`config.mk`:
```
export PLATFORM = sky130hd
export DESIGN_NAME = twi_store_slave
export DESIGN_NICKNAME = d
export VERILOG_FILES = /design/src/rtl/twi_pkg.sv /design/src/rtl/twi_line_sync.sv /design/src/rtl/twi_store_array.sv /design/src/rtl/twi_proto_fsm.sv /design/src/rtl/twi_store_slave.sv
export SDC_FILE = /design/constraint.sdc
export NUM_CORES = 2
export LEC_CHECK = 0
export BUFFER_PORTS_ARGS = -buffer_cell sky130_fd_sc_hd__buf_2
export CORE_MARGIN = 2
export CORE_UTILIZATION = 50
export CTS_CLUSTER_DIAMETER = 200
export DETAILED_ROUTE_END_ITERATION = 8
export PLACE_DENSITY = 0.68
export SYNTH_ARGS = -nofsm -noshare
export SYNTH_HDL_FRONTEND = slang
export SYNTH_SLANG_ARGS = --single-unit
export TNS_END_PERCENT = 1
```
`constraint.sdc`:
```
create_clock -name clk -period 5.4 [get_ports clk]
set_input_delay 0.27 -clock clk [delete_from_list [all_inputs] [get_ports clk]]
set_output_delay 0.27 -clock clk [all_outputs]
set_load 0.01 [all_outputs]
```
`src/rtl/twi_pkg.sv`:
```
package twi_pkg;

    localparam int unsigned WORD_ADDR_W = 8;
    localparam int unsigned BYTE_W      = 8;
    localparam int unsigned STRAP_W     = 3;
    localparam logic [3:0]  FAMILY_CODE = 4'b1010;
    localparam int unsigned BIT_CNT_W   = $clog2(BYTE_W + 1);

    typedef enum logic [2:0] {
        ST_IDLE,
        ST_SELECT,
        ST_WORD_ADDR,
        ST_WRITE,
        ST_READ,
        ST_IGNORE
    } twi_state_e;

    typedef struct packed {
        logic scl_level;
        logic sda_level;
        logic scl_rise;
        logic scl_fall;
        logic start;
        logic stop;
    } bus_evt_t;

    function automatic logic select_hit(input logic [BYTE_W-1:0] sel,
                                        input logic [STRAP_W-1:0] strap);
        return (sel[BYTE_W-1 -: 4] == FAMILY_CODE) &&
               (sel[STRAP_W:1] == strap);
    endfunction

endpackage

```
`src/rtl/twi_line_sync.sv`:
```
module twi_line_sync
    import twi_pkg::*;
#(
    parameter int unsigned STAGES = 2
) (
    input  logic     clk,
    input  logic     rst,
    input  logic     scl_i,
    input  logic     sda_i,
    output bus_evt_t evt
);

    logic [STAGES-1:0] scl_pipe;
    logic [STAGES-1:0] sda_pipe;
    logic              scl_q;
    logic              sda_q;
    logic              scl_s;
    logic              sda_s;

    // Synchronizer chains; the idle bus level is high.
    always_ff @(posedge clk) begin
        if (rst) begin
            scl_pipe <= '1;
            sda_pipe <= '1;
            scl_q    <= 1'b1;
            sda_q    <= 1'b1;
        end else begin
            scl_pipe <= {scl_pipe[STAGES-2:0], scl_i};
            sda_pipe <= {sda_pipe[STAGES-2:0], sda_i};
            scl_q    <= scl_s;
            sda_q    <= sda_s;
        end
    end

    assign scl_s = scl_pipe[STAGES-1];
    assign sda_s = sda_pipe[STAGES-1];

    always_comb begin
        evt.scl_level = scl_s;
        evt.sda_level = sda_s;
        evt.scl_rise  = scl_s & ~scl_q;
        evt.scl_fall  = ~scl_s & scl_q;
        // Data moving while the clock stays high is a bus condition.
        evt.start     = scl_s & scl_q & sda_q & ~sda_s;
        evt.stop      = scl_s & scl_q & ~sda_q & sda_s;
    end

endmodule

```
`src/rtl/twi_store_array.sv`:
```
module twi_store_array #(
    parameter int unsigned ADDR_W = 8,
    parameter int unsigned DATA_W = 8
) (
    input  logic              clk,
    input  logic              wr_en,
    input  logic [ADDR_W-1:0] wr_addr,
    input  logic [DATA_W-1:0] wr_data,
    input  logic [ADDR_W-1:0] rd_addr,
    output logic [DATA_W-1:0] rd_data
);

    localparam int unsigned DEPTH = 1 << ADDR_W;

    logic [DATA_W-1:0] cells [DEPTH];

    always_ff @(posedge clk) begin
        if (wr_en) begin
            cells[wr_addr] <= wr_data;
        end
    end

    assign rd_data = cells[rd_addr];

endmodule

```
`src/rtl/twi_proto_fsm.sv`:
```
module twi_proto_fsm
    import twi_pkg::*;
(
    input  logic                   clk,
    input  logic                   rst,
    input  bus_evt_t               evt,
    input  logic [STRAP_W-1:0]     strap,
    input  logic [BYTE_W-1:0]      rd_data,
    output logic [WORD_ADDR_W-1:0] ptr,
    output logic                   wr_en,
    output logic [BYTE_W-1:0]      wr_data,
    output logic                   drive_low,
    output twi_state_e             state
);

    localparam logic [BIT_CNT_W-1:0] LAST_BIT = BIT_CNT_W'(BYTE_W);

    logic [BIT_CNT_W-1:0] bit_cnt;
    logic                 in_ack;
    logic [BYTE_W-1:0]    shreg;
    logic [BYTE_W-1:0]    txreg;
    logic                 master_nack;
    logic                 first_rd;
    logic                 byte_done;

    assign byte_done = evt.scl_fall && !in_ack && (bit_cnt == LAST_BIT);
    assign wr_en     = byte_done && (state == ST_WRITE);
    assign wr_data   = shreg;

    always_ff @(posedge clk) begin
        if (rst) begin
            state       <= ST_IDLE;
            bit_cnt     <= '0;
            in_ack      <= 1'b0;
            shreg       <= '0;
            txreg       <= '0;
            ptr         <= '0;
            drive_low   <= 1'b0;
            master_nack <= 1'b1;
            first_rd    <= 1'b0;
        end else if (evt.stop) begin
            state     <= ST_IDLE;
            bit_cnt   <= '0;
            in_ack    <= 1'b0;
            drive_low <= 1'b0;
            first_rd  <= 1'b0;
        end else if (evt.start) begin
            state     <= ST_SELECT;
            bit_cnt   <= '0;
            in_ack    <= 1'b0;
            drive_low <= 1'b0;
            first_rd  <= 1'b0;
        end else begin
            if (evt.scl_rise) begin
                if (in_ack) begin
                    master_nack <= evt.sda_level;
                end else if (bit_cnt < LAST_BIT) begin
                    shreg   <= {shreg[BYTE_W-2:0], evt.sda_level};
                    bit_cnt <= bit_cnt + 1'b1;
                end
            end
            if (evt.scl_fall) begin
                if (in_ack) begin
                    // End of the ninth pulse: release, then maybe start a read byte.
                    in_ack    <= 1'b0;
                    bit_cnt   <= '0;
                    drive_low <= 1'b0;
                    if (state == ST_READ) begin
                        if (first_rd || !master_nack) begin
                            drive_low <= ~rd_data[BYTE_W-1];
                            txreg     <= {rd_data[BYTE_W-2:0], 1'b0};
                            ptr       <= ptr + 1'b1;
                            first_rd  <= 1'b0;
                        end else begin
                            state <= ST_IGNORE;
                        end
                    end
                end else if (bit_cnt == LAST_BIT) begin
                    in_ack <= 1'b1;
                    unique case (state)
                        ST_SELECT: begin
                            if (select_hit(shreg, strap)) begin
                                drive_low <= 1'b1;
                                first_rd  <= shreg[0];
                                state     <= shreg[0] ? ST_READ : ST_WORD_ADDR;
                            end else begin
                                state <= ST_IGNORE;
                            end
                        end
                        ST_WORD_ADDR: begin
                            ptr       <= shreg;
                            drive_low <= 1'b1;
                            state     <= ST_WRITE;
                        end
                        ST_WRITE: begin
                            ptr       <= ptr + 1'b1;
                            drive_low <= 1'b1;
                        end
                        ST_READ: begin
                            drive_low <= 1'b0;
                        end
                        default: begin
                            drive_low <= 1'b0;
                        end
                    endcase
                end else if ((state == ST_READ) && (bit_cnt != '0)) begin
                    drive_low <= ~txreg[BYTE_W-1];
                    txreg     <= {txreg[BYTE_W-2:0], 1'b0};
                end
            end
        end
    end

endmodule

```
`src/rtl/twi_store_slave.sv`:
```
module twi_store_slave
    import twi_pkg::*;
#(
    parameter int unsigned SYNC_STAGES = 2
) (
    input  logic               clk,
    input  logic               rst,
    input  logic               scl_i,
    input  logic               sda_i,
    input  logic [STRAP_W-1:0] dev_strap,
    output logic               sda_drive_low
);

    bus_evt_t               evt;
    logic [WORD_ADDR_W-1:0] ptr;
    logic                   wr_en;
    logic [BYTE_W-1:0]      wr_data;
    logic [BYTE_W-1:0]      rd_data;
    twi_state_e             state;

    twi_line_sync #(
        .STAGES (SYNC_STAGES)
    ) u_sync (
        .clk   (clk),
        .rst   (rst),
        .scl_i (scl_i),
        .sda_i (sda_i),
        .evt   (evt)
    );

    twi_proto_fsm u_fsm (
        .clk       (clk),
        .rst       (rst),
        .evt       (evt),
        .strap     (dev_strap),
        .rd_data   (rd_data),
        .ptr       (ptr),
        .wr_en     (wr_en),
        .wr_data   (wr_data),
        .drive_low (sda_drive_low),
        .state     (state)
    );

    twi_store_array #(
        .ADDR_W (WORD_ADDR_W),
        .DATA_W (BYTE_W)
    ) u_array (
        .clk     (clk),
        .wr_en   (wr_en),
        .wr_addr (ptr),
        .wr_data (wr_data),
        .rd_addr (ptr),
        .rd_data (rd_data)
    );

endmodule

```
==> metrics.cfg <==
[critical_path]
end_kind=register
critical_path_class=reg2reg
required_ps=5870
worst-path-max-fanout=16
start_kind=register
cp.arrival_ps=4800

[power]
seqPwrFrac_pct=55.6
comb_power_share_pct=0.1
ir_drop_uv=268
powerDensity_nw_per_um2=348
pwr-share-clk_pct=44.3
p_int_mw=25.5
p_leak_nw=27.5
p_sw_share_pct=19.4
p_sw_mw=6.16

[die]
io_pins=8
core_area_um2=163000
initial_core_util_pct=50.4
die_h_um=409
die_width_um=409
die_area_um2=167000
num_rows=148

[logic_synthesis]
ys_ff_latch=2096
synthArstFlopShare_pct=0
postSynthAreaPerCell_um2=20.9
synth-seq-area-share_pct=76.1
synthFlopType=edfxtp_1
synth.distinct_cells=76
netlist_area_um2=82000
synth-edff-count=2048
syn-num-nets=3934
postSynthCellCount=3921
yosys_warnings=0

[route]
wl_per_cell_um=32.7
wl_met3_um=21800
top_layer_used=met5
firstDrtPassIters=7
drt_iter0_drc=5931
wl_met1_um=80000
num_vias=40899
antenna_left=0
wl_um=207000
viasPerCell=6.45
wl_met2_um=97100
drc=0

[clock_tree]
postCtsResizedCells=0
cts_buffers=197
htree_num_levels=4
post_cts_buffers=0
root_buffer=clkbuf_16
clk_pin_slew_ps=60
cts_tree=yes
clock-sinks=2096
clock_latency_ps=870
cts_max_path_buffers=3

[place]
portBuffers=7
hpwl_um=125000
dpl_cell_area_um2=84500
post-place-ws_ps=1270
place.gp.congestion=0.947

[flow_run]
drv_cap=0

[timing]
fmax_ghz=0.231
post-route-worst-setup-slack_ps=1070
finClkSkew_ps=70.0
rsz0062_at_grt=no
setup_tns_ps=0
hold_viol_final=0
finalCritPeriodShare_pct=80.2
hold_slack_ps=213
relSlewSlack_pct=6.95
min_period_ps=4330
worst_pin_slew_ps=1390
slew_viol_final=0
finalSetupViolCount=0

[final_layout]
final_layout_size_suffix_gt1_share_pct=23.7
diodes=0
utilization_pct=56.0
design_area_um2=91100
syn_to_final_growth_pct=11.0
fin_nets=4015

[global_routing]
antenna_found_initial=4
first_global_vias=40150
overflow=0
grt_use_total_pct=24.9
grt_max_degree=158
grt_pass1_wl_um=298000

[outcome]
outcome=finished clean

[hold_path]
hp-class=in2reg

==> through the flow <==
step | power (mW) | cells
2_1_floorplan | 18.0 | 3921
3_3_place_gp | 18.0 | 5975
3_5_place_dp | 18.0 | 5975
4_1_cts | 31.8 | 6339
5_1_grt | 32.4 | 6339
6_report | 31.7 | 6339
==> cell usage after synthesis, types with 12 or more instances <==
cell type,number,area [um2]
edfxtp_1,2048,61500
mux4_2,541,12200
nor2_1,331,1240
nand2_1,165,619
mux2i_1,106,1060
clkbuf_1,86,323
buf_2,58,290
dfxtp_1,48,961
a21oi_1,47,235
nand3_1,35,175
buf_4,30,225
a22oi_1,28,210
nor3_1,27,135
o21ai_0,27,135
buf_6,24,270
nor2b_1,18,113
buf_1,17,63.8
nand2b_1,17,106
o22ai_1,17,106
a211oi_1,16,120
mux2_2,15,169
a31oi_1,14,87.6
a22o_1,12,105
o221ai_1,12,105
==> routing by layer <==
metal  global-route usage [%]  up-vias
li1                         -    16409
met1                     35.3    21573
met2                     37.7     2481
met3                     5.97      430
met4                     9.60        6
met5                        0        -
==> state kept, by name (all words and copies together), names as in the netlist, named ones only <==
register           cells
u_fsm.txreg            7
u_fsm.drive_low        1
u_sync.scl_pipe        2
u_fsm.master_nack      1
u_fsm.ptr              8
u_sync.scl_q           1
u_fsm.first_rd         1
u_fsm.state            3
u_fsm.bit_cnt          4
u_array.cells       2048
u_sync.sda_q           1
u_fsm.wr_data          8
u_fsm.in_ack           1
u_sync.sda_pipe        2
==> kinds of logic after synthesis <==
family                     share of synthesized area, %
xor gates and xnor gates                         0.0640
buffers and inverters                              1.75
DFF                                                76.1
muxes                                              16.3
and+or+nand+nor                                    3.41
adders and majority gates                        0.0915
AOI/OAI and AO/OA                                  2.20
==> power groups by stage <==
stage / registers (mW) / logic, mW / clock network [mW]
6_report: 17.6 / 0.0406 / 14.0
5_1_grt: 17.6 / 0.0439 / 14.8
4_1_cts: 17.6 / 0.0400 / 14.2
3_5_place_dp: 17.9 / 0.0384 / 0
3_3_place_gp: 17.9 / 0.0375 / 0
2_1_floorplan: 18.0 / 0.0150 / 0
==> area by class of cell <==
type                    instances  area (um2)
repair buffers                110        1040
inverters                      13        52.6
multi-input cells            1584       18200
clock buffers                 235        5100
fillers                     11797       71700
well taps                    2175        2720
flip-flops and latches       2096       62500
clock inverters               126        1490
==> critical path: stages, from the launching register on <==
cell and delay (ps):
dfxtp_1 350, inv_1 90, ha_1 180, nand3b_1 240, nor3_1 390, nand3_1 250
nor3b_1 880, nand2_1 660, nor2_1 880
==> worst paths after layout <==
kind	start	to	slack, ps	cells past startpoint
min	scl_i	u_sync.scl_pipe[0]$_SDFF_PP1_	210	3
min reg2reg	u_sync.sda_pipe[0]$_SDFF_PP1_	u_sync.sda_pipe[1]$_SDFF_PP1_	410	1
max	u_fsm.bit_cnt[0]$_SDFF_PP0_	u_array.cells[88][2]$_DFFE_PP_	1070	8
max reg2reg	u_fsm.bit_cnt[0]$_SDFF_PP0_	u_array.cells[88][2]$_DFFE_PP_	1070	8
==> placed cells by master, fill, tap and decap left out, drive strengths merged, types with 47 or more instances in the layout <==
master	n
mux2i	106
nand2	165
mux4	541
dfxtp	48
nor2	331
clkbuf	235
buf	107
edfxtp	2048
a21oi	47
clkinv	92
==> repair_timing <==
| item | in CTS | in global routing |
|---|---|---|
| hold endpoints to repair | 16 | 0 |
| setup endpoints to repair | 0 | 0 |
| hold buffers | 3 | 0 |
Note: power is estimated with default switching activity, not from simulation.
